--- src/rtl/pal_conv_pkg.sv ---
package pal_conv_pkg;

  typedef enum logic [1:0] {
    FMT_HALF565 = 2'd0,
    FMT_WORD565 = 2'd1,
    FMT_WORD666 = 2'd2,
    FMT_WORD888 = 2'd3
  } pal_fmt_e;

  typedef struct packed {
    logic       alpha;
    logic [7:0] red;
    logic [7:0] green;
    logic [7:0] blue;
  } pal_rgba_t;

  // Number of table entries for a depth code; 0 means non-indexed.
  function automatic int unsigned pal_entry_count(input logic [1:0] depth);
    case (depth)
      2'd1:    return 4;
      2'd2:    return 16;
      2'd3:    return 256;
      default: return 0;
    endcase
  endfunction

  function automatic pal_rgba_t pal_convert(input pal_fmt_e fmt, input logic mono,
                                            input logic [31:0] raw);
    pal_rgba_t o;
    o.alpha = (fmt == FMT_HALF565) ? 1'b0 : raw[24];
    case (fmt)
      FMT_HALF565: begin
        o.red   = {raw[15:11], 3'b000};
        o.green = {raw[10:5], 2'b00};
        o.blue  = {raw[4:0], 3'b000};
      end
      FMT_WORD565: begin
        o.red   = {raw[23:19], 3'b000};
        o.green = {raw[15:10], 2'b00};
        o.blue  = {raw[7:3], 3'b000};
      end
      FMT_WORD666: begin
        o.red   = {raw[23:18], 2'b00};
        o.green = {raw[15:10], 2'b00};
        o.blue  = {raw[7:2], 2'b00};
      end
      default: begin
        o.red   = raw[23:16];
        o.green = raw[15:8];
        o.blue  = raw[7:0];
      end
    endcase
    if (mono) begin
      o.red   = raw[7:0];
      o.green = raw[7:0];
      o.blue  = raw[7:0];
    end
    return o;
  endfunction

endpackage

--- src/rtl/pal_seq.sv ---
module pal_seq
  import pal_conv_pkg::*;
#(
  parameter int IDX_W = 8
) (
  input  logic             clk,
  input  logic             rst_n,
  input  logic             start,
  input  logic [1:0]       depth_sel,
  input  pal_fmt_e         fmt_sel,
  input  logic             mono_sel,
  input  logic             ent_fire,
  output logic             busy,
  output logic             done,
  output pal_fmt_e         cap_fmt,
  output logic             cap_mono,
  output logic [IDX_W-1:0] ent_idx,
  output logic             fmt_stale
);
  localparam int CNT_W = IDX_W + 1;

  logic             busy_q, done_q, mono_q, seen_q;
  pal_fmt_e         fmt_q;
  logic [IDX_W-1:0] idx_q, last_q;
  logic [CNT_W-1:0] start_cnt;

  assign start_cnt = CNT_W'(pal_entry_count(depth_sel));

  always_ff @(posedge clk) begin
    if (!rst_n) begin
      busy_q <= 1'b0;
      done_q <= 1'b0;
      mono_q <= 1'b0;
      seen_q <= 1'b0;
      fmt_q  <= FMT_HALF565;
      idx_q  <= '0;
      last_q <= '0;
    end else begin
      done_q <= 1'b0;
      if (!busy_q && start) begin
        fmt_q  <= fmt_sel;
        mono_q <= mono_sel;
        seen_q <= 1'b1;
        idx_q  <= '0;
        if (start_cnt == '0) begin
          done_q <= 1'b1;
        end else begin
          busy_q <= 1'b1;
          last_q <= IDX_W'(start_cnt - 1'b1);
        end
      end else if (busy_q && ent_fire) begin
        idx_q <= idx_q + 1'b1;
        if (idx_q == last_q) begin
          busy_q <= 1'b0;
          done_q <= 1'b1;
        end
      end
    end
  end

  assign busy      = busy_q;
  assign done      = done_q;
  assign cap_fmt   = fmt_q;
  assign cap_mono  = mono_q;
  assign ent_idx   = idx_q;
  assign fmt_stale = seen_q && !busy_q && (fmt_sel != fmt_q);

  AST_DONE_SINGLE: assert property (@(posedge clk) disable iff (!rst_n)
    done |=> !done);
  AST_SETTINGS_HELD: assert property (@(posedge clk) disable iff (!rst_n)
    (busy && $past(busy)) |-> ($stable(cap_fmt) && $stable(cap_mono)));
  AST_IDX_BOUND: assert property (@(posedge clk) disable iff (!rst_n)
    busy |-> (idx_q <= last_q));

endmodule

--- src/rtl/pal_unpack.sv ---
module pal_unpack
  import pal_conv_pkg::*;
#(
  parameter int WORD_W = 32
) (
  input  logic              clk,
  input  logic              rst_n,
  input  logic              busy,
  input  logic              half_mode,
  input  logic              in_valid,
  output logic              in_ready,
  input  logic [WORD_W-1:0] in_data,
  output logic              ent_valid,
  output logic [WORD_W-1:0] ent_raw
);
  localparam int HALF_W = WORD_W / 2;

  logic              hold_q;
  logic [HALF_W-1:0] upper_q;
  logic              accept;

  assign in_ready = busy && !hold_q;
  assign accept   = in_valid && in_ready;

  always_ff @(posedge clk) begin
    if (!rst_n) begin
      hold_q  <= 1'b0;
      upper_q <= '0;
    end else if (!busy || hold_q) begin
      hold_q <= 1'b0;
    end else if (accept && half_mode) begin
      hold_q  <= 1'b1;
      upper_q <= in_data[WORD_W-1:HALF_W];
    end
  end

  always_comb begin
    ent_valid = hold_q || accept;
    if (hold_q)         ent_raw = WORD_W'(upper_q);
    else if (half_mode) ent_raw = WORD_W'(in_data[HALF_W-1:0]);
    else                ent_raw = in_data;
  end

  AST_UPPER_DRAINS: assert property (@(posedge clk) disable iff (!rst_n)
    hold_q |=> !hold_q);
  AST_HOLD_FROM_BEAT: assert property (@(posedge clk) disable iff (!rst_n)
    $rose(hold_q) |-> ($past(in_valid) && $past(busy)));

endmodule

--- src/rtl/pal_wr.sv ---
module pal_wr
  import pal_conv_pkg::*;
#(
  parameter int IDX_W = 8
) (
  input  logic             clk,
  input  logic             rst_n,
  input  logic             ent_valid,
  input  logic [31:0]      ent_raw,
  input  logic [IDX_W-1:0] ent_idx,
  input  pal_fmt_e         fmt,
  input  logic             mono,
  output logic             wr_en,
  output logic [IDX_W-1:0] wr_addr,
  output pal_rgba_t        wr_data
);
  always_ff @(posedge clk) begin
    if (!rst_n) begin
      wr_en   <= 1'b0;
      wr_addr <= '0;
      wr_data <= '0;
    end else begin
      wr_en <= ent_valid;
      if (ent_valid) begin
        wr_addr <= ent_idx;
        wr_data <= pal_convert(fmt, mono, ent_raw);
      end
    end
  end

  AST_FMT0_NO_ALPHA: assert property (@(posedge clk) disable iff (!rst_n)
    (wr_en && $past(fmt) == FMT_HALF565) |-> !wr_data.alpha);
  AST_ADDR_ASCEND: assert property (@(posedge clk) disable iff (!rst_n)
    (wr_en && $past(wr_en)) |-> (wr_addr == $past(wr_addr) + 1'b1));

endmodule

--- src/rtl/pal_entry_conv.sv ---
module pal_entry_conv
  import pal_conv_pkg::*;
#(
  parameter int IDX_W  = 8,
  parameter int WORD_W = 32
) (
  input  logic              clk,
  input  logic              rst_n,
  input  logic              start,
  input  logic [1:0]        depth_sel,
  input  logic [1:0]        fmt_sel,
  input  logic              mono_sel,
  input  logic              in_valid,
  output logic              in_ready,
  input  logic [WORD_W-1:0] in_data,
  output logic              wr_en,
  output logic [IDX_W-1:0]  wr_addr,
  output logic [24:0]       wr_data,
  output logic              busy,
  output logic              done,
  output logic              fmt_stale
);
  pal_fmt_e         cap_fmt;
  logic             cap_mono;
  logic [IDX_W-1:0] ent_idx;
  logic             ent_valid;
  logic [31:0]      ent_raw;
  pal_rgba_t        wr_rgba;

  pal_seq #(.IDX_W(IDX_W)) u_seq (
    .clk(clk), .rst_n(rst_n), .start(start), .depth_sel(depth_sel),
    .fmt_sel(pal_fmt_e'(fmt_sel)), .mono_sel(mono_sel), .ent_fire(ent_valid),
    .busy(busy), .done(done), .cap_fmt(cap_fmt), .cap_mono(cap_mono),
    .ent_idx(ent_idx), .fmt_stale(fmt_stale)
  );

  pal_unpack #(.WORD_W(WORD_W)) u_unpack (
    .clk(clk), .rst_n(rst_n), .busy(busy),
    .half_mode(cap_fmt == FMT_HALF565), .in_valid(in_valid),
    .in_ready(in_ready), .in_data(in_data),
    .ent_valid(ent_valid), .ent_raw(ent_raw)
  );

  pal_wr #(.IDX_W(IDX_W)) u_wr (
    .clk(clk), .rst_n(rst_n), .ent_valid(ent_valid), .ent_raw(ent_raw),
    .ent_idx(ent_idx), .fmt(cap_fmt), .mono(cap_mono),
    .wr_en(wr_en), .wr_addr(wr_addr), .wr_data(wr_rgba)
  );

  assign wr_data = wr_rgba;

  AST_WR_IN_WINDOW: assert property (@(posedge clk) disable iff (!rst_n)
    wr_en |-> (busy ^ done));
  AST_IDLE_NO_WRITE: assert property (@(posedge clk) disable iff (!rst_n)
    !busy |=> !wr_en);
  AST_READY_NEEDS_BUSY: assert property (@(posedge clk) disable iff (!rst_n)
    in_ready |-> busy);

endmodule

--- config.mk ---
export PLATFORM = sky130hd
export DESIGN_NAME = pal_entry_conv
export DESIGN_NICKNAME = d
export VERILOG_FILES = /design/src/rtl/pal_conv_pkg.sv /design/src/rtl/pal_seq.sv /design/src/rtl/pal_unpack.sv /design/src/rtl/pal_wr.sv /design/src/rtl/pal_entry_conv.sv
export SDC_FILE = /design/constraint.sdc
export NUM_CORES = 1
export LEC_CHECK = 0
export ABC_CLOCK_PERIOD_IN_PS = 1960
export BUFFER_PORTS_ARGS = -buffer_cell sky130_fd_sc_hd__buf_2
export CAP_MARGIN = 20
export CORE_ASPECT_RATIO = 0.5
export CORE_MARGIN = 2
export CORE_UTILIZATION = 45
export CTS_CLUSTER_SIZE = 25
export DETAILED_ROUTE_END_ITERATION = 8
export GPL_TIMING_DRIVEN = 0
export MAX_ROUTING_LAYER = met4
export PLACE_DENSITY = 0.76
export SETUP_SLACK_MARGIN = 0.5
export SYNTH_ARGS = -nofsm -noshare
export SYNTH_HDL_FRONTEND = slang
export SYNTH_SLANG_ARGS = --single-unit
--- constraint.sdc ---
create_clock -name clk -period 1.96 [get_ports clk]
set_input_delay 0.098 -clock clk [delete_from_list [all_inputs] [get_ports clk]]
set_output_delay 0.098 -clock clk [all_outputs]
set_load 0.1 [all_outputs]
==> results of run 1 <==
## final cells by class
type,count,share of cell area
well taps,88,0.0267
flip-flops and latches,68,0.333
plain buffers,24,0.0489
multi-input cells,248,0.393
inverters,4,0.00364
repair buffers,94,0.136
clock buffers,14,0.0592
## cells in the mapped netlist, drive strengths merged
master and count:
buf 11, xor2 5, nor2b 2, or2 1, inv 3, a22oi 4, o221a 1, nand2 44
mux2i 25, o211ai 13, ha 3, a211oi 2, xnor2 2, o2111a 1, clkbuf 13, nor3 9
o31ai 1, o211a 2, nand3 3, mux2 9, a21oi 46, a21o 1, o21ai 20, o221ai 1
clkinv 1, or3 4, nor2 37, and3 3, dfxtp 68, nand3b 1, o21a 2, or4 1
nand2b 3, nand4 2
## path summary, 6_finish.rpt
path,from,end
max reg2reg,u_unpack.hold_q,u_unpack.upper_q[1]
max,u_unpack.hold_q,u_unpack.upper_q[1]
min,in_data[30],u_unpack.upper_q[14]
min reg2reg,u_wr.wr_addr[5],u_wr.wr_addr[5]
## timing repair
action / CTS / global route
pin swaps: 3 / 9
hold buffers: 5 / 0
endpoints found under the hold margin: 5 / 0
buffers inserted: 6 / 6
setup endpoints to repair: 51 / 46
gates resized for setup: 27 / 30
## worst max-delay path, delay by kind of cell (launching register included)
family	cells	cell delay (ns)
buffers and inverters	4	0.57
DFF	1	0.30
muxes	1	0.20
and+or+nand+nor	3	0.31
## cells by family (layout without fill, tap and decap cells)
logic type | after synthesis | in the layout
AOI/OAI and AO/OA | 94 | 94
adders and majority gates | 3 | 3
DFF | 68 | 68
xor gates and xnor gates | 7 | 7
muxes | 34 | 34
buffers and inverters | 28 | 136
and+or+nand+nor | 110 | 110
## metal layers
metal / up-vias / routed length, µm / track usage
met4: 0 / 91 / 0.0790
met5: - / 0 / -
met1: 1344 / 3570 / 0.288
li1: 1423 / - / -
met3: 9 / 605 / 0.0858
met2: 94 / 3950 / 0.390
## state kept, by name, indices dropped and copies added (netlist names)
signal	count
u_seq.busy	1
u_seq.done	1
u_seq.cap_mono	1
u_seq.cap_fmt	2
u_unpack.upper_q	16
u_seq.seen_q	1
u_wr.wr_addr	8
u_seq.last_q	3
u_unpack.hold_q	1
u_wr.wr_en	1
u_seq.ent_idx	8
u_wr.wr_data	25
## power by group
| part | leakage [µW] | internal [µW] | switching, µW | total (µW) |
|---|---|---|---|---|
| Sequential | 0.000556 | 1460 | 37.3 | 1490 |
| Clock | 0.000117 | 842 | 537 | 1380 |
| Combinational | 0.00121 | 273 | 659 | 931 |
## through the flow
step                setup WS, ns  instance area, µm²  std cells  hold slack, ns  total power [µW]
finish                     0.453                4120        540        -0.00231              3800
global route               0.402                4120        540         0.00548              3960
CTS                        0.493                3960        534       0.0000283              3770
detailed placement         0.298                3530        509           0.337              2340
global placement           0.302                3530        509           0.330              2340
floorplan                -0.0305                3040        344           0.234              2160
==> summary.txt, run 1 <==
Die
  • DIE HEIGHT: 61.8 µm
  • Core ar.: roughly 6300 µm²
  • Die area: 7390 µm²
  • Die W: around 120 µm
  • Initial core utilization: 0.480
  • Row Count: 20
  • I/O pin count: 79

STA
  • Final Hold Fails: 1
  • Worst-Margin Slew: approximately 0.53 ns
  • Max frequency: between 0.6 and 0.7 GHz
  • Final Slew Violations: 0
  • Final setup viols: 0
  • Final setup TNS: 0 ns
  • Fin crit period: 1.51 ns
  • Period Utilization, post-route: 0.769
  • Slew margin rel.: 0.649
  • Final Skew: 0.00731 ns
  • RSZ-0062 raised after global routing: true
  • Worst hold slack: -0.00231 ns

Detailed routing
  • DR DRC count: 0
  • WL final: ~8 mm
  • Vias: 2870
  • DR iter-0 viols: 209
  • Vias per std cell: 5.31
  • DR WL/cell: 15.2 µm
  • Pre-antenna DRT Iters: 4
  • Post-DRT Antenna Nets: 0

Global route
  • Global-route wire length before repair: 12.8 mm
  • Gr usage total: 0.241
  • GR Overflow Total: 0
  • Initial antenna violation count: 0
  • Vias in the first global route: 2648
  • Pin count of the biggest net entering global routing: 11

Yosys
  • Yosys top cell area share: 0.453
  • Syn_area_per_cell: ~8.7 µm²
  • Compound-Gate Fraction of Synth Area: 0.189
  • Cells after Synth: roughly 340
  • Synth area leaders: dfxtp_1 45%, mux2i_1 8.3%, a21oi_1 7.5%, nand2_1 5.5%, nor2_1 4.5%
  • YS warnings: 0
  • Post-synth cell types: 40
  • Post-synth top area cell: dfxtp_1
  • Syn_nets: around 390
  • Adder-Cell Fraction of Synth Area: 0.0125
  • Largest family of logic cells by synthesized area: compound AO/OA/AOI/OAI gates
  • Yosys reg bits: 68
  • Mux contribution to synthesized area: 0.117
  • Sequential area share after synthesis: 0.453
  • Post-Synth Simple-Gate Area: 0.160
  • Mapped cell area: between 3000 and 4000 µm²
  • Synth Area in XOR/XNOR: 0.0204

Worst setup path
  • Worst Reg2Reg Path Length in Cells: 8
  • Arrival time worst endpoint: 1.70 ns
  • WP data required: 2.15 ns
  • Crit-path max cell delay: 0.30 ns
  • Flop-to-flop setup slack: 0.45 ns
  • Nature of the critical path endpoint: flip-flop
  • Crit path max-delay cell type: dfxtp_1
  • Worst-path cell chain: buf_6 > buf_4 > nor2b_4 > nand3_2 > buf_8 > buf_12 > mux2i_1 > nor2_1
  • Crit Path Class: flip-flop to flip-flop
  • Critical path startpoint category: flip-flop
  • Critical Path Fanout Max: 10

CTS
  • Clk slew on worst S/H paths: 0.05 ns
  • Root Driver: clkbuf_16
  • CTS tree: yes
  • CTS buffer count: 9
  • # H-tree levels: 3
  • Clock net sink count: 68
  • Max clock buf depth: 2
  • Worst-Skew Late Latency: 0.34 ns

Cells and area
  • Register area: 1370 µm²
  • Commonest non-fill, non-tap cell in the layout: buf_2
  • Core Util, Final: 0.659
  • Multi-input gate area: ~1600 µm²
  • Area delta synth->final: 37.1%
  • Final-stage net count: around 500
  • Ant. Diodes: 0
  • Layout cell share with drive strength beyond 1: 0.327
  • Fillcell total: 520
  • Commonest cells after routing, fill and taps aside: 75 x buf_2, 63 x dfxtp_1, 44 x nand2_1

Power and ir drop
  • P_leak: between 0.0015 and 0.002 µW
  • Max IR drop VDD: 465 µV
  • Cell Pwr Density: 923 nW/µm²

Place
  • Port bufs: 77
  • Placer Congestion: 0.850
  • Dpl hpwl: 5.61 mm

Job
  • Max_cap viols: 0

Min path
  • Hold Crit Depth: 3
  • Worst hold path type: input port to flip-flop

Run status
  • Failing checks: negative hold slack
  • Status: finished, violations left
Power figures use the tool's default switching activity.
==> inputs of run 2 (changes only) <==
--- a/config.mk
+++ b/config.mk
@@ -5,7 +5,7 @@
 export SDC_FILE = /design/constraint.sdc
 export NUM_CORES = 1
 export LEC_CHECK = 0
-export ABC_CLOCK_PERIOD_IN_PS = 1960
+export ABC_CLOCK_PERIOD_IN_PS = 1350
 export BUFFER_PORTS_ARGS = -buffer_cell sky130_fd_sc_hd__buf_2
 export CAP_MARGIN = 20
 export CORE_ASPECT_RATIO = 0.5
@@ -15,7 +15,7 @@
 export DETAILED_ROUTE_END_ITERATION = 8
 export GPL_TIMING_DRIVEN = 0
 export MAX_ROUTING_LAYER = met4
-export PLACE_DENSITY = 0.76
+export PLACE_DENSITY = 0.78
 export SETUP_SLACK_MARGIN = 0.5
 export SYNTH_ARGS = -nofsm -noshare
 export SYNTH_HDL_FRONTEND = slang
==> constraint.sdc (replaced) <==
create_clock -name clk -period 1.35 [get_ports clk]
set_input_delay 0.0675 -clock clk [delete_from_list [all_inputs] [get_ports clk]]
set_output_delay 0.0675 -clock clk [all_outputs]
set_load 0.1 [all_outputs]
==> run 2 against run 1 <==
The run now fails in 5_1_grt. Synthesized cell count stayed put. Synthesized area stayed put.
==> summary.txt, run 2 <==
CTS
  • Max clock buf depth: 2 (unchanged)
  • Root Driver: clkbuf_16
  • Clock net sink count: 68 (unchanged)
  • CTS buffer count: 9 (unchanged)
  • # H-tree levels: 3 (unchanged)

Yosys
  • Sequential area share after synthesis: 0.453 (unchanged)
  • Adder-Cell Fraction of Synth Area: 0.0125 (unchanged)
  • Most frequent cell after synthesis: dfxtp_1
  • Ys async rst share: 0 (unchanged)
  • Post-synth top area cell: dfxtp_1
  • Cells after Synth: 344 (unchanged)
  • Yosys top cell area share: 0.453 (unchanged)
  • YS warnings: 0 (unchanged)
  • Compound-Gate Fraction of Synth Area: 0.189 (unchanged)
  • Synth area leaders: dfxtp_1 45%, mux2i_1 8.3%, a21oi_1 7.5%, nand2_1 5.5%, nor2_1 4.5%
  • Largest family of logic cells by synthesized area: compound AO/OA/AOI/OAI gates
  • Post-synth EDFFs: 0 (unchanged)
  • Top_reg_cell synth: dfxtp_1
  • Syn_nets: 388 (unchanged)
  • Post-synth cell types: 40 (unchanged)
  • Synth Area in XOR/XNOR: 0.0204 (unchanged)
  • Mux contribution to synthesized area: 0.117 (unchanged)
  • Commonest cells post-synth: 68 x dfxtp_1, 45 x a21oi_1, 44 x nand2_1, 36 x nor2_1, 25 x mux2i_1
  • Syn_area_per_cell: 8.74 µm² (unchanged)
  • Post-Synth Simple-Gate Area: 0.160 (unchanged)
  • Yosys reg bits: 68 (unchanged)
  • Mapped cell area: 3010 µm² (unchanged)

Global route
  • Pin count of the biggest net entering global routing: 11

Die
  • Initial core utilization: 0.480 (unchanged)
  • Die W: 120 µm (unchanged)
  • I/O pin count: 79 (unchanged)
  • DIE HEIGHT: 61.8 µm (unchanged)
  • Row Count: 20 (unchanged)

Place
  • Dpl hpwl: 5.71 mm (+1.7%)
  • Cell count after placement: 509 (unchanged)
  • Port bufs: 77 (unchanged)
  • DP Area: 3690 µm² (+4.6%)
  • Placer Congestion: 0.838 (-1.4%)

Run status
  • Status: did not finish
  • Error msg: [ERROR DPL-0038] Utilization greater than 100%, impossible to legalize
  • Fail Step: 5_1_grt

STA
  • Worst setup endpoint GRT: u_seq.busy$_SDFFE_PN0P_/D
  • WEP type: register data pin
run 2: cell counts after synthesis:
No cell type changed its count.
run 2: stage by stage:
stage               setup slack (ns)  utilization
global placement              -0.262        0.591
CTS                           -0.103        0.885
floorplan                     -0.640            -
detailed placement            -0.289        0.591
run 2: cells by family after synthesis:
group / Yosys count
buffers and inverters: 28
flip-flops: 68
AND/OR/NAND/NOR: 110
XOR/XNOR: 7
AO/OA/AOI/OAI: 94
adder cells (fa/ha/maj): 3
multiplexers: 34
run 2: repair_timing:
item | 4_1_cts
buffers inserted | 42
hold buffers | 14
setup endpoints to repair | 106
endpoints found under the hold margin | 15
resized for setup | 231
pin swaps | 18
gates cloned | 7
==> inputs of run 3 (changes only) <==
==> config.mk (replaced) <==
export PLATFORM = sky130hd
export DESIGN_NAME = pal_entry_conv
export DESIGN_NICKNAME = d
export VERILOG_FILES = /design/src/rtl/pal_conv_pkg.sv /design/src/rtl/pal_seq.sv /design/src/rtl/pal_unpack.sv /design/src/rtl/pal_wr.sv /design/src/rtl/pal_entry_conv.sv
export SDC_FILE = /design/constraint.sdc
export NUM_CORES = 1
export LEC_CHECK = 0
export ABC_CLOCK_PERIOD_IN_PS = 1760
export BUFFER_PORTS_ARGS = -buffer_cell sky130_fd_sc_hd__buf_2
export CAP_MARGIN = 20
export CORE_MARGIN = 2
export CORE_UTILIZATION = 30
export DETAILED_ROUTE_END_ITERATION = 8
export GPL_TIMING_DRIVEN = 0
export PLACE_DENSITY_LB_ADDON = 0.15
export SYNTH_ARGS = -nofsm -noshare
export SYNTH_HDL_FRONTEND = slang
export SYNTH_SLANG_ARGS = --single-unit
==> constraint.sdc (replaced) <==
create_clock -name clk -period 1.76 [get_ports clk]
set_input_delay 0.088 -clock clk [delete_from_list [all_inputs] [get_ports clk]]
set_output_delay 0.088 -clock clk [all_outputs]
set_load 0.1 [all_outputs]
==> run 3 against run 2 <==
The run now ends clean.
==> summary.txt, run 3 (same netlist as run 1, synthesis figures left out) <==
Detailed routing
  • DR WL/cell: 15.5 µm
  • Vias per std cell: 4.81
  • Pre-antenna DRT Iters: 4
  • Post-DRT Antenna Nets: 0
  • Vias: 2826
  • WL final: between 9 and 10 mm
  • DR iter-0 viols: 144
  • DR DRC count: 0

Worst setup path
  • Worst reg2reg endpoint: u_wr.wr_data[20]
  • Critical Path Fanout Max: 10
  • Nature of the critical path endpoint: flip-flop
  • Crit Path Class: flip-flop to flip-flop
  • Worst Reg2Reg Path Length in Cells: 6
  • Arrival time worst endpoint: 1.96 ns
  • RR Startpoint: u_unpack.hold_q
  • Flop-to-flop setup slack: 0.08 ns
  • WP data required: 2.04 ns
  • Critical path startpoint category: flip-flop

Global route
  • Pin count of the biggest net entering global routing: 12
  • Gr usage total: 0.172
  • Initial antenna violation count: 0
  • Global-route wire length before repair: 14.6 mm
  • GR Overflow Total: 0
  • Vias in the first global route: 2826

STA
  • Final setup TNS: 0 ns
  • Final setup viols: 0
  • Worst-Margin Slew: 0.698 ns
  • Setup ws final: 0.0842 ns
  • Max frequency: 0.597 GHz
  • Slew margin rel.: 0.531
  • Period Utilization, post-route: 0.952
  • Fin crit period: between 1.5 and 2 ns
  • Final Slew Violations: 0
  • RSZ-0062 raised after global routing: true
  • Final Skew: about 0.0092 ns
  • Final Hold Fails: 0

Run status
  • Status: finished, final reports clean

CTS
  • Worst-Skew Late Latency: 0.35 ns
  • CTS tree: yes
  • Root Driver: clkbuf_8
  • # H-tree levels: 3 (unchanged)
  • Clock net sink count: 68 (unchanged)
  • Clk slew on worst S/H paths: 0.08 ns
  • Max clock buf depth: 2 (unchanged)
  • CTS buffer count: 9 (unchanged)
  • Post CTS Setup Buffer Count: 0 (-100%)

Place
  • Port bufs: 77 (unchanged)
  • Placer Congestion: 0.776 (-7.4%)
  • Dpl hpwl: 6.60 mm (+16%)
  • Setup WS pre-CTS: 0.0242 ns (+0.313 ns)

Die
  • DIE HEIGHT: 104 µm (+68%)
  • Initial core utilization: 0.309 (-0.172)
  • Core ar.: between 9000 and 10000 µm²
  • Row Count: 36 (+80%)
  • Die area: 10800 µm²
  • I/O pin count: 79 (unchanged)
  • Die W: 104 µm (-13%)

Cells and area
  • Commonest non-fill, non-tap cell in the layout: buf_2
  • Top flop regs: u_wr.wr_data: 25 flops, u_unpack.upper_q: 16 flops
  • Commonest cells after routing, fill and taps aside: 83 x buf_2, 67 x dfxtp_1, 44 x nand2_1, 44 x a21oi_1, 36 x nor2_1
  • Final-stage net count: between 400 and 500
  • Register with the most flip-flops: u_wr.wr_data
  • Area delta synth->final: 31.8%
  • Layout cell share with drive strength beyond 1: 0.275
  • Fillcell total: 1020
  • Max FFs per register: 25
  • Ant. Diodes: 0

Min path
  • Hold Crit Depth: 3
  • Worst hold path type: input port to flip-flop
  • Hold endpoint: u_unpack.upper_q[4]
  • Min-delay src: in_data[20]

Power and ir drop
  • Cell Pwr Density: 999 nW/µm²
  • P_leak: 0.00179 µW
  • Max IR drop VDD: 390 µV

Job
  • Max_cap viols: 0
==> run 3: critical path: stages (launching register included) <==
cell and delay (ns):
dfxtp_1 0.30, buf_2 0.18, buf_4 0.22, a21oi_2 0.31, buf_2 0.34, a21oi_1 0.09, a21oi_1 0.17
==> run 3: worst max-delay path by stage <==
stage                          end             from  cells after the start
2_1_floorplan  u_unpack.upper_q[0]       u_seq.busy                      7
3_3_place_gp       u_wr.wr_data[8]  u_unpack.hold_q                      6
3_5_place_dp       u_wr.wr_data[8]  u_unpack.hold_q                      6
4_1_cts            u_wr.wr_data[8]  u_unpack.hold_q                      6
5_1_grt            u_wr.wr_data[8]  u_unpack.hold_q                      6
6_report          u_wr.wr_data[20]  u_unpack.hold_q                      6
==> run 3: area by class of cell <==
type / count / area, µm² / share of cell area
Clock buffer: 12 / 155 / 0.0392
Multi-Input combinational cell: 248 / 1520 / 0.383
Tap cell: 133 / 166 / 0.0420
Clock inverter: 4 / 46.3 / 0.0117
Inverter: 4 / 15.0 / 0.00379
Timing Repair Buffer: 94 / 556 / 0.140
Buffer: 24 / 139 / 0.0351
Sequential cell: 68 / 1370 / 0.345
==> run 3: layer usage <==
| layer | global-route usage | share of wire |
|---|---|---|
| met2 | 0.261 | 0.43 |
| met4 | 0.0801 | 0.014 |
| met5 | 0 | 0 |
| met3 | 0.0294 | 0.059 |
| met1 | 0.238 | 0.50 |
==> run 3: through the flow <==
step                      area [µm²]  std cells  hold slack (ns)  total power, µW  utilization
after CTS                       3950        587          0.00388             3990        0.406
after global placement          3580        554            0.319             2620        0.368
after global routing            3960        587           0.0171             4110        0.407
final                           3960        587           0.0192             3960        0.407
after floorplan                 3030        344            0.224             2410            -
after detailed placement        3580        554            0.327             2630        0.368
==> run 3: timing repair <==
item | 4_1_cts | 5_1_grt
resized for setup | 0 | 6
hold buffers | 17 | 0
endpoints found under the hold margin | 18 | 0
setup endpoints to repair | 0 | 12
==> run 3: power breakdown <==
part,internal (µW),leakage (µW),switching [µW]
Sequential,1620,0.000554,43.4
Clock,729,0.000107,604
Combinational,255,0.00113,711
Total,2600,0.00179,1360
